==> config.mk <==
export PLATFORM = sky130hd
export DESIGN_NAME = key_repeat_gen
export DESIGN_NICKNAME = d
export VERILOG_FILES = /design/src/rtl/key_repeat_pkg.sv /design/src/rtl/key_hold_slot.sv /design/src/rtl/key_event_reg.sv /design/src/rtl/key_repeat_gen.sv
export SDC_FILE = /design/constraint.sdc
export NUM_CORES = 1
export LEC_CHECK = 0
export ABC_AREA = 1
export BUFFER_PORTS_ARGS = -buffer_cell sky130_fd_sc_hd__buf_4
export CAP_MARGIN = 20
export CORE_MARGIN = 1.5
export CORE_UTILIZATION = 60
export DETAILED_ROUTE_END_ITERATION = 8
export PLACE_DENSITY = 0.78
export SLEW_MARGIN = 40
export SYNTH_ARGS = -nofsm -noshare
export SYNTH_HDL_FRONTEND = slang
export SYNTH_SLANG_ARGS = --single-unit
export TNS_END_PERCENT = 1
==> constraint.sdc <==
create_clock -name clk -period 3.6 [get_ports clk]
set_clock_uncertainty 0.15 [all_clocks]
set_input_delay 0.36 -clock clk [delete_from_list [all_inputs] [get_ports clk]]
set_output_delay 0.36 -clock clk [all_outputs]
set_load 0.02 [all_outputs]
==> src/rtl/key_repeat_pkg.sv <==
package key_repeat_pkg;

  // Per-button hold phase
  typedef enum logic [1:0] {
    PH_RELEASED = 2'd0,
    PH_INITIAL  = 2'd1,
    PH_REPEAT   = 2'd2
  } hold_phase_e;

  // Bits needed to hold a count 0 .. max(a,b)-1
  function automatic int span_bits(input int a, input int b);
    int m;
    m = (a > b) ? a : b;
    return (m < 2) ? 1 : $clog2(m);
  endfunction

endpackage

==> src/rtl/key_hold_slot.sv <==
module key_hold_slot
  import key_repeat_pkg::*;
#(
  parameter int FIRST_DELAY  = 30,
  parameter int REPEAT_EVERY = 6
) (
  input  logic clk,
  input  logic rst,
  input  logic poll,
  input  logic pressed,
  output logic fire
);

  localparam int CW = span_bits(FIRST_DELAY, REPEAT_EVERY);
  localparam logic [CW-1:0] DELAY_LAST  = CW'(FIRST_DELAY - 1);
  localparam logic [CW-1:0] PERIOD_LAST = CW'(REPEAT_EVERY - 1);

  hold_phase_e     phase_q, phase_d;
  logic [CW-1:0]   cnt_q, cnt_d;

  // Next-state and fire decision for one poll
  always_comb begin
    phase_d = phase_q;
    cnt_d   = cnt_q;
    fire    = 1'b0;
    if (poll) begin
      if (!pressed) begin
        phase_d = PH_RELEASED;
        cnt_d   = '0;
      end else begin
        unique case (phase_q)
          PH_RELEASED: begin
            phase_d = PH_INITIAL;
            cnt_d   = '0;
            fire    = 1'b1;
          end
          PH_INITIAL: begin
            if (cnt_q == DELAY_LAST) begin
              phase_d = PH_REPEAT;
              cnt_d   = '0;
              fire    = 1'b1;
            end else begin
              cnt_d = cnt_q + 1'b1;
            end
          end
          PH_REPEAT: begin
            if (cnt_q == PERIOD_LAST) begin
              cnt_d = '0;
              fire  = 1'b1;
            end else begin
              cnt_d = cnt_q + 1'b1;
            end
          end
          default: begin
            phase_d = PH_RELEASED;
            cnt_d   = '0;
          end
        endcase
      end
    end
  end

  always_ff @(posedge clk) begin
    if (rst) begin
      phase_q <= PH_RELEASED;
      cnt_q   <= '0;
    end else begin
      phase_q <= phase_d;
      cnt_q   <= cnt_d;
    end
  end

endmodule

==> src/rtl/key_event_reg.sv <==
module key_event_reg #(
  parameter int WIDTH = 4
) (
  input  logic             clk,
  input  logic             rst,
  input  logic             poll,
  input  logic [WIDTH-1:0] fire,
  output logic [WIDTH-1:0] events
);

  always_ff @(posedge clk) begin
    if (rst) begin
      events <= '0;
    end else if (poll) begin
      events <= fire;
    end else begin
      events <= '0;
    end
  end

endmodule

==> src/rtl/key_repeat_gen.sv <==
module key_repeat_gen #(
  parameter int NUM_KEYS     = 4,
  parameter int FIRST_DELAY  = 30,
  parameter int REPEAT_EVERY = 6
) (
  input  logic                clk,
  input  logic                rst,
  input  logic                poll_stb,
  input  logic [NUM_KEYS-1:0] keys_raw,
  output logic [NUM_KEYS-1:0] key_events
);

  logic [NUM_KEYS-1:0] fire_vec;

  for (genvar k = 0; k < NUM_KEYS; k++) begin : g_slot
    key_hold_slot #(
      .FIRST_DELAY  (FIRST_DELAY),
      .REPEAT_EVERY (REPEAT_EVERY)
    ) u_slot (
      .clk     (clk),
      .rst     (rst),
      .poll    (poll_stb),
      .pressed (keys_raw[k]),
      .fire    (fire_vec[k])
    );
  end

  key_event_reg #(
    .WIDTH (NUM_KEYS)
  ) u_evreg (
    .clk    (clk),
    .rst    (rst),
    .poll   (poll_stb),
    .fire   (fire_vec),
    .events (key_events)
  );

endmodule

# Word level (Yosys, flattened, before mapping)
# Cells that the tools add are included.
# op_classes
reduce_logical	12
muxes	40
shift	0
order_cmp	0
n_mul	0
n_addsub	4
eq_ne	24
div_mod_pow	0
bitwise	5
# ops
op	n
$mux 5	12
$pmux 5 s2	4
$pmux 2 s3	4
$add 5x1->5 const B	4
$eq 5x3->1 const B	4
$eq 5x5->1 const B	4
$mux 2	8
$ne 3x2->1 const B	4
$pmux 1 s3	4
$reduce_and 3->1	4
$reduce_or 3->1	4
$eq 2x1->1 const B	4
$eq 2x2->1 const B	4
$logic_not 2->1	4
$mux 1	8
$ne 2x2->1 const B	4
$not 1->1	5
# totals
latchBits	0
mem_count	0
in_bits	7
ff_bits	32
ramBits	0
romBits	0
word_cells	97
out_inout_bits	4

# Logic depth before layout (Yosys ltp)
# Gate-level depths: netlist of run 1.
# depth
word_depth	4
mapped_depth	9
mapped_depth_nobuf	9

# Modules after synthesis
# A second synthesis of run 1 with hierarchy kept.
# hier_totals
hier_cells	342
hier_area_um2	2217.1
# modules_own_cells
module	cells_each	instances	area_each_um2
key_hold_slot	82	4	524.3
key_event_reg	14	1	120.1

# Worst setup path after synthesis of run 1
# OpenSTA, ideal clock, no wires.
# synth_timing
path_type	reg2reg
start	register g_slot[3].u_slot.phase_q[0]
end	register g_slot[3].u_slot.cnt_q[2]
t_required_ns	3.380
n_path_buf	0
path_slack_ns	2.243
synth_period_minus_slack_ns	1.357
arrival_ns	1.137
stages_incl_launch_ff	7
cell_sequence	dfxtp_1 -> inv_1 -> ha_1 -> inv_1 -> nor2_1 -> nand3_1 -> a21oi_1
# synth_between
elab_chain_len	3
word_cells_on_any_way	4
classes_between	eq/ne: 2; mux: 2
# synth_rtl
item	line	rtl
start: declaration	key_hold_slot.sv:18	hold_phase_e phase_q, phase_d;
start signal: assignment	key_hold_slot.sv:68	phase_q <= phase_d;
$eq 2x2->1 or $eq 2x1->1 (tied branches)	key_hold_slot.sv:31	unique case (phase_q)
$pmux 5 s2 *	key_hold_slot.sv:31	
$mux 5 *	key_hold_slot.sv:27	if (!pressed) begin
end signal: assignment	key_hold_slot.sv:69	cnt_q <= cnt_d;
end: declaration	key_hold_slot.sv:19	logic [CW-1:0] cnt_q, cnt_d;
# Every way passes the cells marked *; elsewhere a longest branch is shown, timed or not.
# A chain may end at the register's enable or synchronous reset.

# Worst setup path after layout of run 1
# layout_timing
start	register g_slot[3].u_slot.phase_q[0]
end	register g_slot[3].u_slot.cnt_q[3]
# Same word-level chain as after synthesis.

==> qor.txt, run 1 <==
Status = finished clean
Initial detailed-routing violation count = 205
Die area = 3975 µm²
VDD IR max = 175.5 µV
Worst Hold Launch = keys_raw[3]
Post-CTS Setup Repair Bufs = 0
Antenna cells = 0
TritonCTS Buffers = 5
Multi-input logic area = 1287 µm²
Clock latency at the later pin of the worst-skew pair = 0.33 ns
Reg2reg setup slack = 2.05 ns
Crit Path Max Fanout = 5
Crit Reg-Reg Endpoint = g_slot[3].u_slot.cnt_q[3]
Number of antenna violations at the first check in global routing = 0
Cell variety after synth = 22
Layout Cells excl Fill = 366
GPL Wtd Cong = 0.7773
Final Cycle Share = 42.97%
Shortest period the worst path allows = 1.547 ns
Detail Route Antenna Nets = 0
Worst Hold Class = input pin to flip-flop
Worst Setup Start Kind = flip-flop
First drt pass iteration count = 4
Area delta synth->final = 6.246%
Per-cell routed wire length = 10.97 µm
Max-cap violation count = 0
Netlist Area Pre-Place = 2163 µm²
HPWL after DPL = 2831 µm
Starting Density = 63.82%
Relative slew slack = 58.39%
Number of global-route vias before repair = 1789
H-tree Lvls = 2
CP endpoint kind = flip-flop
Total I/O pin count = 11
Core area = 3390 µm²
Nets@finish = 355
Clock-pin slew on the worst setup and hold paths = 0.10 ns
Depth of the worst register-to-register path = 6
M1 WL = 2009 µm
Leakage power = 1.044 nW
Storage element area = 640.6 µm²
Clk root buf = clkbuf_4
Width of the die = 63.05 µm
Hold EP = g_slot[3].u_slot.phase_q[0]
Die Y = 63.05 µm
# hold bufs at CTS = 0
Top Metal Used = met4
F_max = 0.6465 GHz
Fillers = 296
Via count = 1903
Rows = 21
Pins Over Slew Limit = 0
CTS tree = built
Synth Area per Inst = 6.912 µm²
Final Hold Viols = 0
Critical path start-end classification = flip-flop to flip-flop
I/O Buffers = 10
Hold path depth = 3
GRT overflow = 0
Critical Path RT = 3.72 ns
Largest net degree at the start of global routing = 24
GRT Total Usage = 22.58%
Met2 routed WL = 1809 µm
RSZ-0062 raised after global routing = no
First-pass GRT wire length = 7348 µm
Mapped Cells = 313
Worst-Margin Slew = 0.6235 ns
DR vias/cell = 5.199
WL met3 = 132 µm
Pwr per Cell Area = 291.9 nW/µm²
Sequential area share after synthesis = 29.61%
Clock sinks = 32
Post_cts resized = 0
CTS max path bufs = 2
Routed wire length = 4016 µm
Share of layout cells above drive strength 1 = 8.750%
Final Total Pwr = 0.6710 mW
Mapped Nets = 348
CP arrival = 1.67 ns
RR Startpoint = g_slot[3].u_slot.phase_q[0]
Final setup violation count = 0
Remaining DRCs = 0
Warnings from Yosys = 0
Placed Cells = 359
Setup TNS = 0 ns
FF+latch count, synth = 32
-- power breakdown --
part	total [mW]	switching (mW)	internal [mW]	leakage, nW
Sequential	0.366	0.00539	0.361	0.259
Combinational	0.0747	0.0490	0.0257	0.747
Clock	0.230	0.120	0.111	0.0374
-- worst max-delay path, stage by stage (launching register included) --
cell and delay, ns:
dfxtp_1 0.39, inv_1 0.10, ha_1 0.29, inv_1 0.04
nor2_1 0.27, nand3_1 0.13, a21oi_1 0.12
-- worst max-delay path by stage --
| stage | start | endpoint | slack, ns | depth (start not counted) |
|---|---|---|---|---|
| 6_report | g_slot[3].u_slot.phase_q[0] | g_slot[3].u_slot.cnt_q[3] | 2.05 | 6 |
| 5_1_grt | g_slot[3].u_slot.phase_q[0] | g_slot[3].u_slot.cnt_q[3] | 1.88 | 6 |
| 4_1_cts | g_slot[3].u_slot.phase_q[0] | g_slot[3].u_slot.cnt_q[1] | 2.03 | 6 |
| 3_5_place_dp | poll_stb | g_slot[2].u_slot.phase_q[0] | 1.92 | 6 |
| 3_3_place_gp | poll_stb | g_slot[2].u_slot.phase_q[0] | 1.98 | 6 |
| 2_1_floorplan | g_slot[3].u_slot.phase_q[0] | g_slot[3].u_slot.cnt_q[2] | 2.24 | 6 |
-- kinds of logic (layout without fill, tap and decap cells) --
group	Yosys count	in the layout	synth area share, %
buffers and inverters	56	63	10.87
adder cells (fa/ha/maj)	28	28	16.19
AND/OR/NAND/NOR	144	144	30.25
flip-flops	32	32	29.61
AO/OA/AOI/OAI	53	53	13.07
-- synth_stat cells --
cell type / instances / area share [%]
o21ai_0: 16 / 3.7
dfxtp_1: 32 / 30
o21ai_1: 1 / 0.23
nand2_2: 4 / 1.2
o21bai_1: 4 / 1.4
ha_1: 28 / 16
and3_1: 1 / 0.29
nand3_1: 25 / 5.8
buf_4: 1 / 0.35
nor2_2: 1 / 0.29
o21ai_2: 2 / 0.81
buf_2: 5 / 1.2
inv_2: 1 / 0.17
clkbuf_1: 2 / 0.35
inv_1: 45 / 7.8
buf_6: 2 / 1.0
nor3_1: 4 / 0.93
nor2_1: 9 / 1.6
a21oi_1: 30 / 6.9
nand2_1: 81 / 14
nand4_1: 16 / 4.6
nand2_4: 3 / 1.6
-- layout by cell type, fill, tap and decap left out --
cell,Yosys,routed
clkbuf_4,0,5
buf_4,1,10
nand2_4,3,3
nor2_1,9,9
clkbuf_8,0,2
nand4_1,16,16
a21oi_1,30,30
dfxtp_1,32,32
nor2_2,1,1
inv_1,45,45
nand2_1,81,81
inv_2,1,1
nor3_1,4,4
ha_1,28,28
and3_1,1,1
nand2_2,4,4
o21bai_1,4,4
o21ai_2,2,2
nand3_1,25,25
o21ai_0,16,16
o21ai_1,1,1
-- metal layers --
| metal | vias to the layer above | GRT usage (%) |
|---|---|---|
| met5 | - | 0 |
| met4 | 0 | 9.167 |
| met3 | 8 | 4.685 |
| met2 | 26 | 37.90 |
| met1 | 842 | 28.03 |
| li1 | 1027 | - |
-- state kept, by name (all words and copies together) (netlist names) --
register               count
g_slot.u_slot.phase_q      8
g_slot.u_slot.cnt_q       20
u_evreg.events             4
-- cell type report --
type / count / area share (%)
Timing Repair Buffer: 10 / 3.266
Clock buffer: 7 / 2.831
Sequential cell: 32 / 27.87
Tap cell: 46 / 2.504
Inverter: 46 / 7.512
Multi-Input combinational cell: 225 / 56.02
-- per-stage QoR --
stage                     instance area (µm²)  util, %  hold slack [ns]  worst slack [ns]
after floorplan                          2163        -           0.3229             2.243
after global placement                   2233    65.89           0.3413             1.980
after detailed placement                 2233    65.89           0.3471             1.918
after CTS                                2298    67.81           0.1668             2.029
after global routing                     2298    67.81           0.1859             1.877
final                                    2298    67.81           0.1748             2.053
Note: power is estimated with default switching activity, not from simulation.
==> inputs of run 2 (changes only) <==
==> constraint.sdc (replaced) <==
create_clock -name clk -period 1.6 [get_ports clk]
set_clock_uncertainty 0.15 [all_clocks]
set_input_delay 0.16 -clock clk [delete_from_list [all_inputs] [get_ports clk]]
set_output_delay 0.16 -clock clk [all_outputs]
set_load 0.02 [all_outputs]
==> run 2 against run 1 <==
  * Worst setup slack worse by 1.9 ns
  * Core utilization rose by 2.0 points
  * Total power grew 130%
  * Critical path depth fell by 1
  * Clock power increased by 120%
  * Flip-flop and latch count did not move
  * Critical endpoint is now g_slot[2].u_slot.cnt_q[4]
==> qor.txt, run 2 (synthesis gave the netlist of run 1 again) <==
Critical Path RT = 1.72 ns (-2.00 ns)
Die area = 3975 µm² (unchanged)
Per-cell routed wire length = 10.90 µm (-0.68%)
Status = finished clean
Crit Path Max Fanout = 5 (unchanged)
Depth of the worst register-to-register path = 5 (-1)
DR vias/cell = 5.187 (-0.24%)
I/O Buffers = 10 (unchanged)
Shortest period the worst path allows = 1.457 ns (-0.08969 ns)
Nets@finish = 362 (+2.0%)
Utilization after layout = 69.80% (+2.0 points)
Number of antenna violations at the first check in global routing = 0 (unchanged)
Relative slew slack = 77.51% (+19 points)
Starting Density = 63.82% (unchanged)
M1 WL = 1980 µm (-1.4%)
Initial detailed-routing violation count = 126 (-39%)
Antenna cells = 0 (unchanged)
Total I/O pin count = 11 (unchanged)
Top reg by flops = g_slot.u_slot.cnt_q
Pwr per Cell Area = 638.9 nW/µm² (+120%)
F_max = 0.6863 GHz (+6.2%)
Clk root buf = clkbuf_4
Worst Hold Class = input pin to flip-flop
Commonest non-fill, non-tap cell in the layout = nand2_1
CTS tree = built
Routed wire length = 4076 µm (+1.5%)
Crit Reg-Reg Endpoint = g_slot[2].u_slot.cnt_q[4]
Rows = 21 (unchanged)
Final setup violation count = 0 (unchanged)
Leakage power = 1.073 nW (+2.8%)
Largest net degree at the start of global routing = 24 (unchanged)
Final Total Pwr = 1.512 mW (+130%)
Max FFs per register = 20 (unchanged)
Most frequent cells in the layout = nand2_1, inv_1, dfxtp_1, a21oi_1, ha_1
Share of layout cells above drive strength 1 = 10.37% (+1.6 points)
GPL Wtd Cong = 0.8185 (+5.3%)
Die Y = 63.05 µm (unchanged)
Worst Setup Start Kind = flip-flop
WL met3 = 122 µm (-7.6%)
TritonCTS Buffers = 5 (unchanged)
Detail Route Antenna Nets = 0 (unchanged)
RR Startpoint = g_slot[2].u_slot.phase_q[0]
Via count = 1940 (+1.9%)
Met2 routed WL = 1889 µm (+4.4%)
Remaining DRCs = 0 (unchanged)
Final Cycle Share = 91.07% (+48 points)
Pins Over Slew Limit = 0 (unchanged)
First drt pass iteration count = 4 (unchanged)
Clock sinks = 32 (unchanged)
Width of the die = 63.05 µm (unchanged)
Area delta synth->final = 9.370%
Post-CTS Setup Repair Bufs = 0 (unchanged)
Layout Cells excl Fill = 374 (+2.2%)
RSZ-0062 raised after global routing = no
H-tree Lvls = 2 (unchanged)
Top Metal Used = met4
CTS max path bufs = 2 (unchanged)
GRT overflow = 0 (unchanged)
Number of global-route vias before repair = 1747 (-2.3%)
Setup crit end = g_slot[2].u_slot.cnt_q[4]
Setup TNS = 0 ns (unchanged)
Top flop regs = g_slot.u_slot.cnt_q (20), g_slot.u_slot.phase_q (8), u_evreg.events (4)
Clock latency at the later pin of the worst-skew pair = 0.34 ns (about the same)
CP arrival = 1.58 ns (-0.09 ns)
Final Hold Viols = 0 (unchanged)
Reg2reg setup slack = 0.14 ns (-1.91 ns)
Max-cap violation count = 0 (unchanged)
Clock-pin slew on the worst setup and hold paths = 0.11 ns (about the same)
Critical Path Start = g_slot[2].u_slot.phase_q[0]
First-pass GRT wire length = 7314 µm (-0.46%)
GRT Total Usage = 22.98% (+0.41 points)
Critical path start-end classification = flip-flop to flip-flop
Worst-Margin Slew = 0.3370 ns (-0.2865 ns)
CP endpoint kind = flip-flop
Core area = 3390 µm² (unchanged)
VDD IR max = 378.1 µV (+120%)
HPWL after DPL = 2957 µm (+4.4%)
Placed Cells = 364 (+1.4%)
[run 2: cell count changes in the layout (fill, tap and decap cells not counted), sizes merged]
| cell | delta |
|---|---|
| clkinvlp | +1 |
| dlygate4sd3 | +2 |
| buf | +5 |
[run 2: how the worst min path moves through the flow]
stage                      startpoint                     endpoint  slack (ns)  depth (start not counted)
after global placement    keys_raw[2]  g_slot[2].u_slot.phase_q[0]        0.33                          3
after global routing              rst    g_slot[0].u_slot.cnt_q[1]        0.02                          2
final                             rst    g_slot[1].u_slot.cnt_q[1]        0.01                          2
after detailed placement  keys_raw[2]  g_slot[2].u_slot.phase_q[0]        0.34                          3
after CTS                         rst    g_slot[3].u_slot.cnt_q[4]        0.01                          2
after floorplan           keys_raw[2]  g_slot[2].u_slot.phase_q[0]        0.17                          2
[run 2: where the power goes]
group	total [mW]	switching [mW]	leakage, nW	internal [mW]
sequential	0.823	0.0118	0.259	0.812
clock	0.506	0.291	0.0315	0.215
combinational	0.182	0.116	0.782	0.0659
[run 2: per-stage QoR]
| stage | hold slack (ns) | setup slack (ns) | area (µm²) |
|---|---|---|---|
| 3_3_place_gp | 0.3308 | 0.1554 | 2271 |
| 2_1_floorplan | 0.1734 | 0.2434 | 2163 |
| 5_1_grt | 0.02194 | 0.01031 | 2366 |
| 4_1_cts | 0.01421 | 0.08669 | 2354 |
| 3_5_place_dp | 0.3404 | 0.1181 | 2271 |
| 6_report | 0.009623 | 0.1429 | 2366 |
[run 2: cell type report]
type                    count  area (µm²)
multi-input cells         225        1300
clock inverters             1       7.507
well taps                  46       57.56
clock buffers               7       55.05
repair buffers             17       132.6
inverters                  46       172.7
flip-flops and latches     32       640.6
fillers                   276        1023
[run 2: timing repair]
| item | CTS | global route |
|---|---|---|
| hold buffers | 2 | 0 |
| endpoints found under the hold margin | 2 | 0 |
| gates resized for setup | 0 | 3 |
| setup endpoints to repair | 0 | 6 |
[run 2: worst max-delay path, stage by stage, from the launching register on]
cell and delay, ns:
dfxtp_1 0.39, inv_1 0.10, ha_1 0.28, and3_1 0.25, nand3_1 0.10, a21oi_1 0.13
[run 2: layer usage]
metal	track usage (%)	vias to the layer above
met2	37.50	32
met1	29.02	852
li1	-	1047
met5	0	-
met4	10.28	0
met3	4.865	9
